<file path="src/rtl/coef_pkg.sv">
package coef_pkg;

  typedef enum logic [1:0] {
    OP_IDLE  = 2'd0,
    OP_WR1   = 2'd1,
    OP_WRALL = 2'd2,
    OP_RD1   = 2'd3
  } coef_op_t;

  localparam int CMD_WR1_BIT   = 0;
  localparam int CMD_WRALL_BIT = 1;
  localparam int CMD_RD1_BIT   = 2;
  localparam int CMD_W         = 3;
  localparam int BUSY_BIT      = 7;
  localparam int BYTE_W        = 8;

  // Fixed priority: single write, then block write, then single read.
  function automatic coef_op_t pick_op(input logic [CMD_W-1:0] bits);
    if (bits[CMD_WR1_BIT])        return OP_WR1;
    else if (bits[CMD_WRALL_BIT]) return OP_WRALL;
    else if (bits[CMD_RD1_BIT])   return OP_RD1;
    else                          return OP_IDLE;
  endfunction

endpackage

</file>
<file path="src/rtl/coef_ram.sv">
module coef_ram #(
  parameter int AW = 6,
  parameter int DW = 24
) (
  input  logic          clk,
  input  logic          we,
  input  logic          re,
  input  logic [AW-1:0] addr,
  input  logic [DW-1:0] wdata,
  output logic [DW-1:0] rdata
);
  localparam int DEPTH = 1 << AW;

  logic [DW-1:0] mem [DEPTH];

  // Single-port synchronous array, written so block RAM can be inferred.
  always_ff @(posedge clk) begin
    if (we) mem[addr] <= wdata;
    if (re) rdata     <= mem[addr];
  end
endmodule

</file>
<file path="src/rtl/coef_seq.sv">
module coef_seq
  import coef_pkg::*;
#(
  parameter int AW    = 6,
  parameter int NSETS = 5
) (
  input  logic                     clk,
  input  logic                     rst,
  input  logic                     cmd_valid,
  input  logic [CMD_W-1:0]         cmd_bits,
  input  logic [AW-1:0]            base,
  output logic                     busy,
  output logic                     ram_we,
  output logic                     ram_re,
  output logic [AW-1:0]            ram_addr,
  output logic [$clog2(NSETS)-1:0] set_sel,
  output logic                     load_first
);
  localparam int CW = $clog2(NSETS);

  coef_op_t      op_q;
  logic          busy_q;
  logic [CW-1:0] cnt_q;
  logic          last;
  coef_op_t      op_new;

  assign op_new = pick_op(cmd_bits);

  always_comb begin
    case (op_q)
      OP_WR1:   last = 1'b1;
      OP_WRALL: last = (cnt_q == CW'(NSETS - 1));
      OP_RD1:   last = (cnt_q == CW'(1));
      default:  last = 1'b1;
    endcase
  end

  always_ff @(posedge clk) begin
    if (rst) begin
      busy_q <= 1'b0;
      op_q   <= OP_IDLE;
      cnt_q  <= '0;
    end else if (!busy_q) begin
      if (cmd_valid && op_new != OP_IDLE) begin
        busy_q <= 1'b1;
        op_q   <= op_new;
        cnt_q  <= '0;
      end
    end else if (last) begin
      busy_q <= 1'b0;
      op_q   <= OP_IDLE;
      cnt_q  <= '0;
    end else begin
      cnt_q <= cnt_q + 1'b1;
    end
  end

  assign busy       = busy_q;
  assign ram_we     = busy_q && (op_q == OP_WR1 || op_q == OP_WRALL);
  assign ram_re     = busy_q && (op_q == OP_RD1) && (cnt_q == '0);
  assign load_first = busy_q && (op_q == OP_RD1) && (cnt_q == CW'(1));
  assign ram_addr   = base + AW'(cnt_q);
  assign set_sel    = cnt_q;
endmodule

</file>
<file path="src/rtl/coef_stage.sv">
module coef_stage
  import coef_pkg::*;
#(
  parameter int NSETS  = 5,
  parameter int COEF_W = 24
) (
  input  logic                                         clk,
  input  logic                                         rst,
  input  logic                                         byte_we,
  input  logic [$clog2(NSETS*(COEF_W/BYTE_W))-1:0]     byte_sel,
  input  logic [BYTE_W-1:0]                            byte_wdata,
  input  logic                                         load_first,
  input  logic [COEF_W-1:0]                            load_word,
  input  logic [$clog2(NSETS)-1:0]                     rd_sel,
  output logic [NSETS*COEF_W-1:0]                      flat,
  output logic [COEF_W-1:0]                            sel_word
);
  localparam int NBYTES = COEF_W / BYTE_W;
  localparam int NREGS  = NSETS * NBYTES;
  localparam int SELW   = $clog2(NREGS);

  logic [COEF_W-1:0] coef_q [NSETS];

  always_ff @(posedge clk) begin
    if (rst) begin
      for (int s = 0; s < NSETS; s++) coef_q[s] <= '0;
    end else begin
      for (int s = 0; s < NSETS; s++) begin
        for (int b = 0; b < NBYTES; b++) begin
          // Byte 0 of a set is the most significant byte.
          if (byte_we && byte_sel == SELW'(s * NBYTES + b))
            coef_q[s][(NBYTES-1-b)*BYTE_W +: BYTE_W] <= byte_wdata;
        end
      end
      if (load_first) coef_q[0] <= load_word;
    end
  end

  for (genvar g = 0; g < NSETS; g++) begin : g_flat
    assign flat[g*COEF_W +: COEF_W] = coef_q[g];
  end

  assign sel_word = (int'(rd_sel) < NSETS) ? coef_q[rd_sel] : '0;
endmodule

</file>
<file path="src/rtl/coef_regif.sv">
module coef_regif
  import coef_pkg::*;
#(
  parameter int AW     = 6,
  parameter int NSETS  = 5,
  parameter int COEF_W = 24,
  parameter int REG_AW = 5
) (
  input  logic                                     clk,
  input  logic                                     rst,
  input  logic                                     reg_wr,
  input  logic                                     reg_rd,
  input  logic [REG_AW-1:0]                        reg_addr,
  input  logic [BYTE_W-1:0]                        reg_wdata,
  output logic [BYTE_W-1:0]                        reg_rdata,
  input  logic                                     busy,
  input  logic [NSETS*COEF_W-1:0]                  stage_flat,
  output logic [AW-1:0]                            base,
  output logic                                     cmd_valid,
  output logic [CMD_W-1:0]                         cmd_bits,
  output logic                                     byte_we,
  output logic [$clog2(NSETS*(COEF_W/BYTE_W))-1:0] byte_sel,
  output logic [BYTE_W-1:0]                        byte_wdata
);
  localparam int NBYTES    = COEF_W / BYTE_W;
  localparam int NREGS     = NSETS * NBYTES;
  localparam int SELW      = $clog2(NREGS);
  localparam int CTRL_ADDR = NREGS + 1;

  logic              wr_ok;
  logic [AW-1:0]     base_q;
  logic [BYTE_W-1:0] rd_next;

  assign wr_ok = reg_wr && !busy;

  always_ff @(posedge clk) begin
    if (rst)                               base_q <= '0;
    else if (wr_ok && reg_addr == '0)      base_q <= reg_wdata[AW-1:0];
  end
  assign base = base_q;

  assign byte_we    = wr_ok && (reg_addr >= REG_AW'(1)) && (reg_addr <= REG_AW'(NREGS));
  assign byte_sel   = SELW'(reg_addr - REG_AW'(1));
  assign byte_wdata = reg_wdata;
  assign cmd_valid  = wr_ok && (reg_addr == REG_AW'(CTRL_ADDR));
  assign cmd_bits   = reg_wdata[CMD_W-1:0];

  always_comb begin
    rd_next = '0;
    if (reg_addr == '0) rd_next = BYTE_W'(base_q);
    for (int i = 0; i < NREGS; i++) begin
      if (reg_addr == REG_AW'(i + 1))
        rd_next = stage_flat[(i / NBYTES) * COEF_W + (NBYTES - 1 - (i % NBYTES)) * BYTE_W +: BYTE_W];
    end
    if (reg_addr == REG_AW'(CTRL_ADDR)) begin
      rd_next           = '0;
      rd_next[BUSY_BIT] = busy;
    end
  end

  always_ff @(posedge clk) begin
    if (rst)         reg_rdata <= '0;
    else if (reg_rd) reg_rdata <= rd_next;
  end
endmodule

</file>
<file path="src/rtl/coef_ram_ctrl.sv">
module coef_ram_ctrl
  import coef_pkg::*;
#(
  parameter int ADDR_W = 6,
  parameter int COEF_W = 24,
  parameter int NSETS  = 5,
  parameter int REG_AW = 5
) (
  input  logic              clk,
  input  logic              rst,
  input  logic              reg_wr,
  input  logic              reg_rd,
  input  logic [REG_AW-1:0] reg_addr,
  input  logic [7:0]        reg_wdata,
  output logic [7:0]        reg_rdata,
  output logic              busy
);
  localparam int NBYTES = COEF_W / BYTE_W;
  localparam int SELW   = $clog2(NSETS * NBYTES);
  localparam int CW     = $clog2(NSETS);

  logic [ADDR_W-1:0]       base_q;
  logic                    cmd_valid;
  logic [CMD_W-1:0]        cmd_bits;
  logic                    byte_we;
  logic [SELW-1:0]         byte_sel;
  logic [BYTE_W-1:0]       byte_wdata;
  logic [NSETS*COEF_W-1:0] stage_flat;
  logic [COEF_W-1:0]       sel_word;
  logic                    ram_we;
  logic                    ram_re;
  logic [ADDR_W-1:0]       ram_addr;
  logic [CW-1:0]           set_sel;
  logic                    load_first;
  logic [COEF_W-1:0]       ram_rdata;

  coef_regif #(.AW(ADDR_W), .NSETS(NSETS), .COEF_W(COEF_W), .REG_AW(REG_AW)) u_regif (
    .clk(clk), .rst(rst), .reg_wr(reg_wr), .reg_rd(reg_rd), .reg_addr(reg_addr),
    .reg_wdata(reg_wdata), .reg_rdata(reg_rdata), .busy(busy), .stage_flat(stage_flat),
    .base(base_q), .cmd_valid(cmd_valid), .cmd_bits(cmd_bits), .byte_we(byte_we),
    .byte_sel(byte_sel), .byte_wdata(byte_wdata)
  );

  coef_stage #(.NSETS(NSETS), .COEF_W(COEF_W)) u_stage (
    .clk(clk), .rst(rst), .byte_we(byte_we), .byte_sel(byte_sel), .byte_wdata(byte_wdata),
    .load_first(load_first), .load_word(ram_rdata), .rd_sel(set_sel),
    .flat(stage_flat), .sel_word(sel_word)
  );

  coef_seq #(.AW(ADDR_W), .NSETS(NSETS)) u_seq (
    .clk(clk), .rst(rst), .cmd_valid(cmd_valid), .cmd_bits(cmd_bits), .base(base_q),
    .busy(busy), .ram_we(ram_we), .ram_re(ram_re), .ram_addr(ram_addr),
    .set_sel(set_sel), .load_first(load_first)
  );

  coef_ram #(.AW(ADDR_W), .DW(COEF_W)) u_ram (
    .clk(clk), .we(ram_we), .re(ram_re), .addr(ram_addr),
    .wdata(sel_word), .rdata(ram_rdata)
  );
endmodule

</file>
<file path="config.mk">
export PLATFORM = sky130hd
export DESIGN_NAME = coef_ram_ctrl
export DESIGN_NICKNAME = d
export VERILOG_FILES = /design/src/rtl/coef_pkg.sv /design/src/rtl/coef_ram.sv /design/src/rtl/coef_seq.sv /design/src/rtl/coef_stage.sv /design/src/rtl/coef_regif.sv /design/src/rtl/coef_ram_ctrl.sv
export SDC_FILE = /design/constraint.sdc
export NUM_CORES = 2
export LEC_CHECK = 0
export BUFFER_PORTS_ARGS = -buffer_cell sky130_fd_sc_hd__buf_4
export CAP_MARGIN = 20
export CORE_MARGIN = 1
export CORE_UTILIZATION = 25
export CTS_CLUSTER_DIAMETER = 100
export DETAILED_ROUTE_END_ITERATION = 10
export HOLD_SLACK_MARGIN = 0.1
export PLACE_DENSITY_LB_ADDON = 0.1
export SLEW_MARGIN = 20
export SYNTH_ARGS = -nofsm -noshare
export SYNTH_HDL_FRONTEND = slang
export SYNTH_HIERARCHICAL = 1
export SYNTH_SLANG_ARGS = --single-unit
</file>
<file path="constraint.sdc">
create_clock -name clk -period 13.6 [get_ports clk]
set_clock_uncertainty 0.15 [all_clocks]
set_input_delay 3.4 -clock clk [delete_from_list [all_inputs] [get_ports clk]]
set_output_delay 3.4 -clock clk [all_outputs]
set_load 0.005 [all_outputs]
</file>
== Word level (Yosys, flattened, before mapping) ==
Memories as Yosys holds them, arrays and structs flattened. A register that Yosys moved wholly into a read port is not among the register bits.
Index checks and enable logic that the tools add are counted.
Word-level totals
  logic and storage cells: 203
  register bits: 20
  memories: 2
  memory bits (writable): 1656
Operators by class
  reduce and logical (&&, ||, !) cells: 33
  order comparisons: 3
  eq/ne operators: 36
  bitwise logic cells: 18
  add/sub/neg operators: 3
  mux-type cells: 103
Memories
  u_ram.mem: depth 64, bits a word 24, read ports 1, clocked after memory_dff 1, write ports 1, RTL line coef_ram.sv:14  | logic [DW-1:0] mem [DEPTH];
  u_stage.coef_q: depth 5, bits a word 24, read ports 6, clocked after memory_dff 1, write ports 5, RTL line coef_stage.sv:22  | logic [COEF_W-1:0] coef_q [NSETS];
Operators by type and width (number)
  8-bit two-way mux: 34
  1-bit two-way mux: 55
  5-bit by 4-bit == test with 1-bit output, second input constant: 8
  4-bit == test, second input constant: 7
  1-bit logical AND: 25
  24-bit two-way mux: 1
  5-bit by 3-bit == test with 1-bit output, second input constant: 4
  1-bit bitwise OR: 18
  4-bit by 3-bit == test with 1-bit output, second input constant: 4
  3-bit two-way mux: 5
  2-bit two-way mux: 6
  5-bit by 2-bit == test with 1-bit output, second input constant: 2
  4-bit by 2-bit == test with 1-bit output, second input constant: 2
  6-bit by 3-bit adder with 6-bit output: 1
  6-bit two-way mux: 1
  5-bit by 1-bit == test with 1-bit output, second input constant: 1
  5-bit == test, second input constant: 1
  5-bit by 1-bit >= comparator with 1-bit output, second input constant: 1
  5-bit by 4-bit less-or-equal comparator with 1-bit output, second input constant: 1
  5-bit zero test: 1
  2-bit == test, second input constant: 2
  4-bit by 1-bit == test with 1-bit output, second input constant: 1
  4-bit zero test: 1
  2-bit nonzero test: 2
  other kinds (12): 12

== Longest topological paths before layout ==
  depth after elaboration: 18
  mapped depth: 14

== Cells and area by module ==
Netlist, hierarchy kept.
By module, submodules not included
  coef_ram: instances 1, cells each 3406, area an instance 59703.5 um^2, sequential area each 46844.9 um^2
  coef_stage: instances 1, cells each 351, area an instance 5237.5 um^2, sequential area each 3603.5 um^2
  coef_regif: instances 1, cells each 339, area an instance 2417.3 um^2, sequential area each 280.3 um^2
  coef_seq: instances 1, cells each 61, area an instance 581.8 um^2, sequential area each 120.1 um^2

== Least setup slack after synthesis ==
OpenSTA, ideal clock, no wires.
  kind: input port to flip-flop
  from: in reg_addr[1]
  to: mem u_stage.coef_q[0][16] (enable)
  slack: 7.369 ns
  stages on the path: 10
  path buffers: 3
  required time: 13.066 ns
  setup time: 0.384 ns
  arrival: 5.697 ns
  path through: inv_1 ha_1 buf_4 buf_2 buf_2 nor2_1 a21oi_1 nand2b_1 or3_1 o21ai_0
RTL lines
  start, declared: RTL line coef_ram_ctrl.sv:13  | input logic [REG_AW-1:0] reg_addr,
  end, declared: RTL line coef_stage.sv:22

==> results by group <==
Final layout
  – Commonest cells after routing, fill and taps aside: 1680 x edfxtp_1, 214 x a221oi_1, 204 x a22oi_1, 201 x clkbuf_16, 195 x a21oi_1
  – Fillers: 26800
  – Area grow syn2layout: 17.4%
  – Most common cell after layout, fill and taps aside: edfxtp_1
  – Share of cells above drive strength 1: 0.164
  – Final net count: 4244
  – Final Cell Area: 79700 µm²

CTS
  – Clk buf depth: 3
  – Clock root buffer: clkbuf_16
  – Clock Sinks: 1700
  – Worst-path clk slew: 60 ps
  – Clk Latency, worst-skew pair: 840 ps
  – Post_cts resized: 0
  – CTS tree: yes
  – Setup Fix Bufs, Post-CTS: 0
  – TritonCTS Buffers: 199
  – Number of hold buffers added after cts: 0
  – CTS H-Tree Depth: 4

Min path
  – Hold Path Stages: 2
  – Hold Crit Class: reg -> reg
  – Min-Delay Endpoint: u_seq/op_q[0]
  – Min-delay src: u_seq/op_q[0]

STA
  – Final Hold Vio Count: 0
  – Achievable Freq: 163 MHz
  – Fin. max-slew vios: 0
  – Clock period minus worst slack: a little over 6000 ps
  – Final period util: 0.452
  – Relative max-transition margin: 0.139
  – RSZ-0062 raised after global routing: false
  – Setup TNS: 0 ps
  – Worst slew pin tran: 1280 ps
  – Setup violations, final: 0

Critical path
  – Startpoint types: primary input
  – WP buf/inv: 1
  – Register-to-register path setup slack: 7530 ps
  – Crit path required time: 13920 ps
  – Reg2reg start: u_seq/set_sel[1]
  – CP startpoint: reg_addr[0]
  – Register-to-Register Path Depth: 11
  – Crit path DAT: roughly 6500 ps
  – CP Max Fanout: 24
  – CP Capture Type: flip-flop
  – Critical Path, Cell by Cell: buf_4, ha_1, o21ai_0, a21oi_1, nand2b_1, or3_1, o21ai_1
  – Delay-heaviest family, CP: compound AO/OA/AOI/OAI gates
  – Worst flop-to-flop path endpoint: u_ram/rdata[3]
  – Setup Crit Path Kind: in -> reg
  – Delay of the slowest critical-path stage: about 830 ps
  – Crit-path slowest cell: ha_1

Global routing
  – Overall Global Routing Usage: 0.184
  – Vias in the first global route: 39400
  – Grt ovf: 0
  – First-pass GRT wire length: 348 mm
  – Largest net degree at the start of global routing: between 100 and 150
  – Initial antenna violation count: 25

Place
  – Port bufs: 25
  – Gp weighted congestion: around 0.9
  – Area of placed instances: 73600 µm²
  – Detail Placement HPWL: 154 mm

Floorplanning
  – Initial Utilization: 0.251
  – Die X-Extent: 523 µm
  – IO Pins: 26
  – Die Span Y: 523 µm
  – Core Footprint: 271000 µm²
  – Die Area: 274000 µm²
  – # rows: 191

Synth
  – Synth warn: 6
  – Synth cell types: 92
  – Async SR Flop Fraction: 0
  – Most used DFF post-synth: edfxtp_1
  – Net count after synthesis: 4188
  – Largest family of logic cells by synthesized area: compound AO/OA/AOI/OAI gates
  – Post-synthesis average cell area: 16.3 µm²
  – Compound-gate portion of the synthesized area: 0.138
  – Synth top area share: 0.743
  – Leading area contributor after synthesis: edfxtp_1
  – Top cells by area, synth: edfxtp_1 74%, a221oi_1 2.8%, a22oi_1 2.3%, mux2i_1 2.1%, mux2_2 1.9%
  – Portion of netlist area occupied by mux cells: 0.0460
  – Post-Synthesis Cells: 4157
  – Part of the Yosys area used for sequential elements: 0.748
  – Post-Synth XOR/XNOR Area: 0.000773
  – Cell Area, Synth: 67900 µm²
  – Adder-cell share of the synthesized area: 0.00269
  – Synth Area in Simple Gates: 0.0399
  – Number of synthesized flops with an enable pin: ~1700
  – Flops & latches, synth: 1700

Run status
  – Status: finished, final reports clean

Power
  – Peak VDD IR: approximately 0.00012 V
  – Leakage: 24.5 nW
  – Pwr Density: 140 nW/µm²

Detailed routing
  – DRC errors left: 0
  – WL per Instance: 32.0 µm
  – Antenna viol nets, final: 0
  – Drt via density: 5.06
  – Detailed-route via count: 40300
  – Final WL: 255 mm
  – Initial drt markers: 3893
  – First drt pass iteration count: 5

Run
  – Max-cap viol count: 0
[state kept, by name, indices dropped and copies added (netlist names)]
register / count
u_ram/mem: 1536
u_ram/rdata: 24
u_regif/base: 6
u_regif/reg_rdata: 8
u_seq/busy: 1
u_seq/op_q: 2
u_seq/set_sel: 3
u_stage/coef_q: 120
[area by class of cell]
class / instances / area, µm² / share of cell area
repair buffers: 190 / 1810 / 0.0227
well taps: 3570 / 4470 / 0.0560
inverters: 19 / 78.8 / 0.000989
clock buffers: 265 / 5280 / 0.0662
multi-input cells: 2103 / 16400 / 0.206
flip-flops and latches: 1700 / 50900 / 0.638
clock inverters: 100 / 806 / 0.0101
diodes: 16 / 40.0 / 0.000502
[per-layer routing]
layer	share of wire	up-vias	global-route usage
met3	0.050	303	0.0275
met5	0.00011	-	0
li1	-	17300	-
met4	0.028	4	0.0538
met1	0.47	21500	0.262
met2	0.46	1195	0.287
[worst max-delay path by stage]
stage | slack, ps | endpoint | cells past startpoint
after floorplan | 7370 | u_stage/coef_q[0][16] | 10
final | 7460 | u_stage/coef_q[0][15] | 7
after CTS | 7390 | u_stage/coef_q[0][18] | 7
after global routing | 7280 | u_stage/coef_q[0][18] | 7
after global placement | 6400 | u_stage/coef_q[0][16] | 7
after detailed placement | 6430 | u_stage/coef_q[0][18] | 7
[cells in the mapped netlist, drive strengths merged, types with 20 or more instances]
library cell and instances:
edfxtp 1680, a221oi 218, a22oi 204, a21oi 196, nor2 195, buf 189, o21ai 158, clkbuf 146
mux2i 144, mux2 119, nand2 112, a22o 97, a221o 66, nor3 50, o22ai 50, a2bb2oi 33
and2 30, o221ai 26, a31oi 25, a32o 25, nor2b 25, nand3 23, a2111oi 21, dfxtp 20
[stage by stage]
step           power, mW  hold slack, ps   util  worst slack (ps)  instances
2_1_floorplan       6.05             315      -              7370       4157
3_3_place_gp        6.23             343  0.271              6400       7566
3_5_place_dp        6.24             347  0.272              6430       7581
4_1_cts             11.3             354  0.294              7390       7946
5_1_grt             11.5             387  0.295              7280       7949
6_report            11.2             350  0.295              7460       7963
[power breakdown]
part           total, mW  internal (mW)  switching [mW]
clock               5.04           2.83            2.21
sequential          5.82           5.79          0.0286
combinational      0.309         0.0682           0.240
[worst register-to-register path, cell delays in order (launching register included)]
cell and delay [ps]:
dfxtp_1 290, buf_4 240, fa_4 1170, buf_12 430, buf_4 710, buf_4 630, mux2_2 400, a221oi_1 250
a31oi_1 90, a21oi_1 520, o211ai_1 400, or4_1 530
[kinds of logic (layout without fill, tap and decap cells)]
group                    Yosys count  in the layout
flip-flops                      1700           1700
AO/OA/AOI/OAI                   1261           1261
AND/OR/NAND/NOR                  544            544
buffers and inverters            354            574
multiplexers                     278            278
adder cells (fa/ha/maj)           14             14
XOR/XNOR                           6              6
other                              0             16
Power figures use the tool's default switching activity.
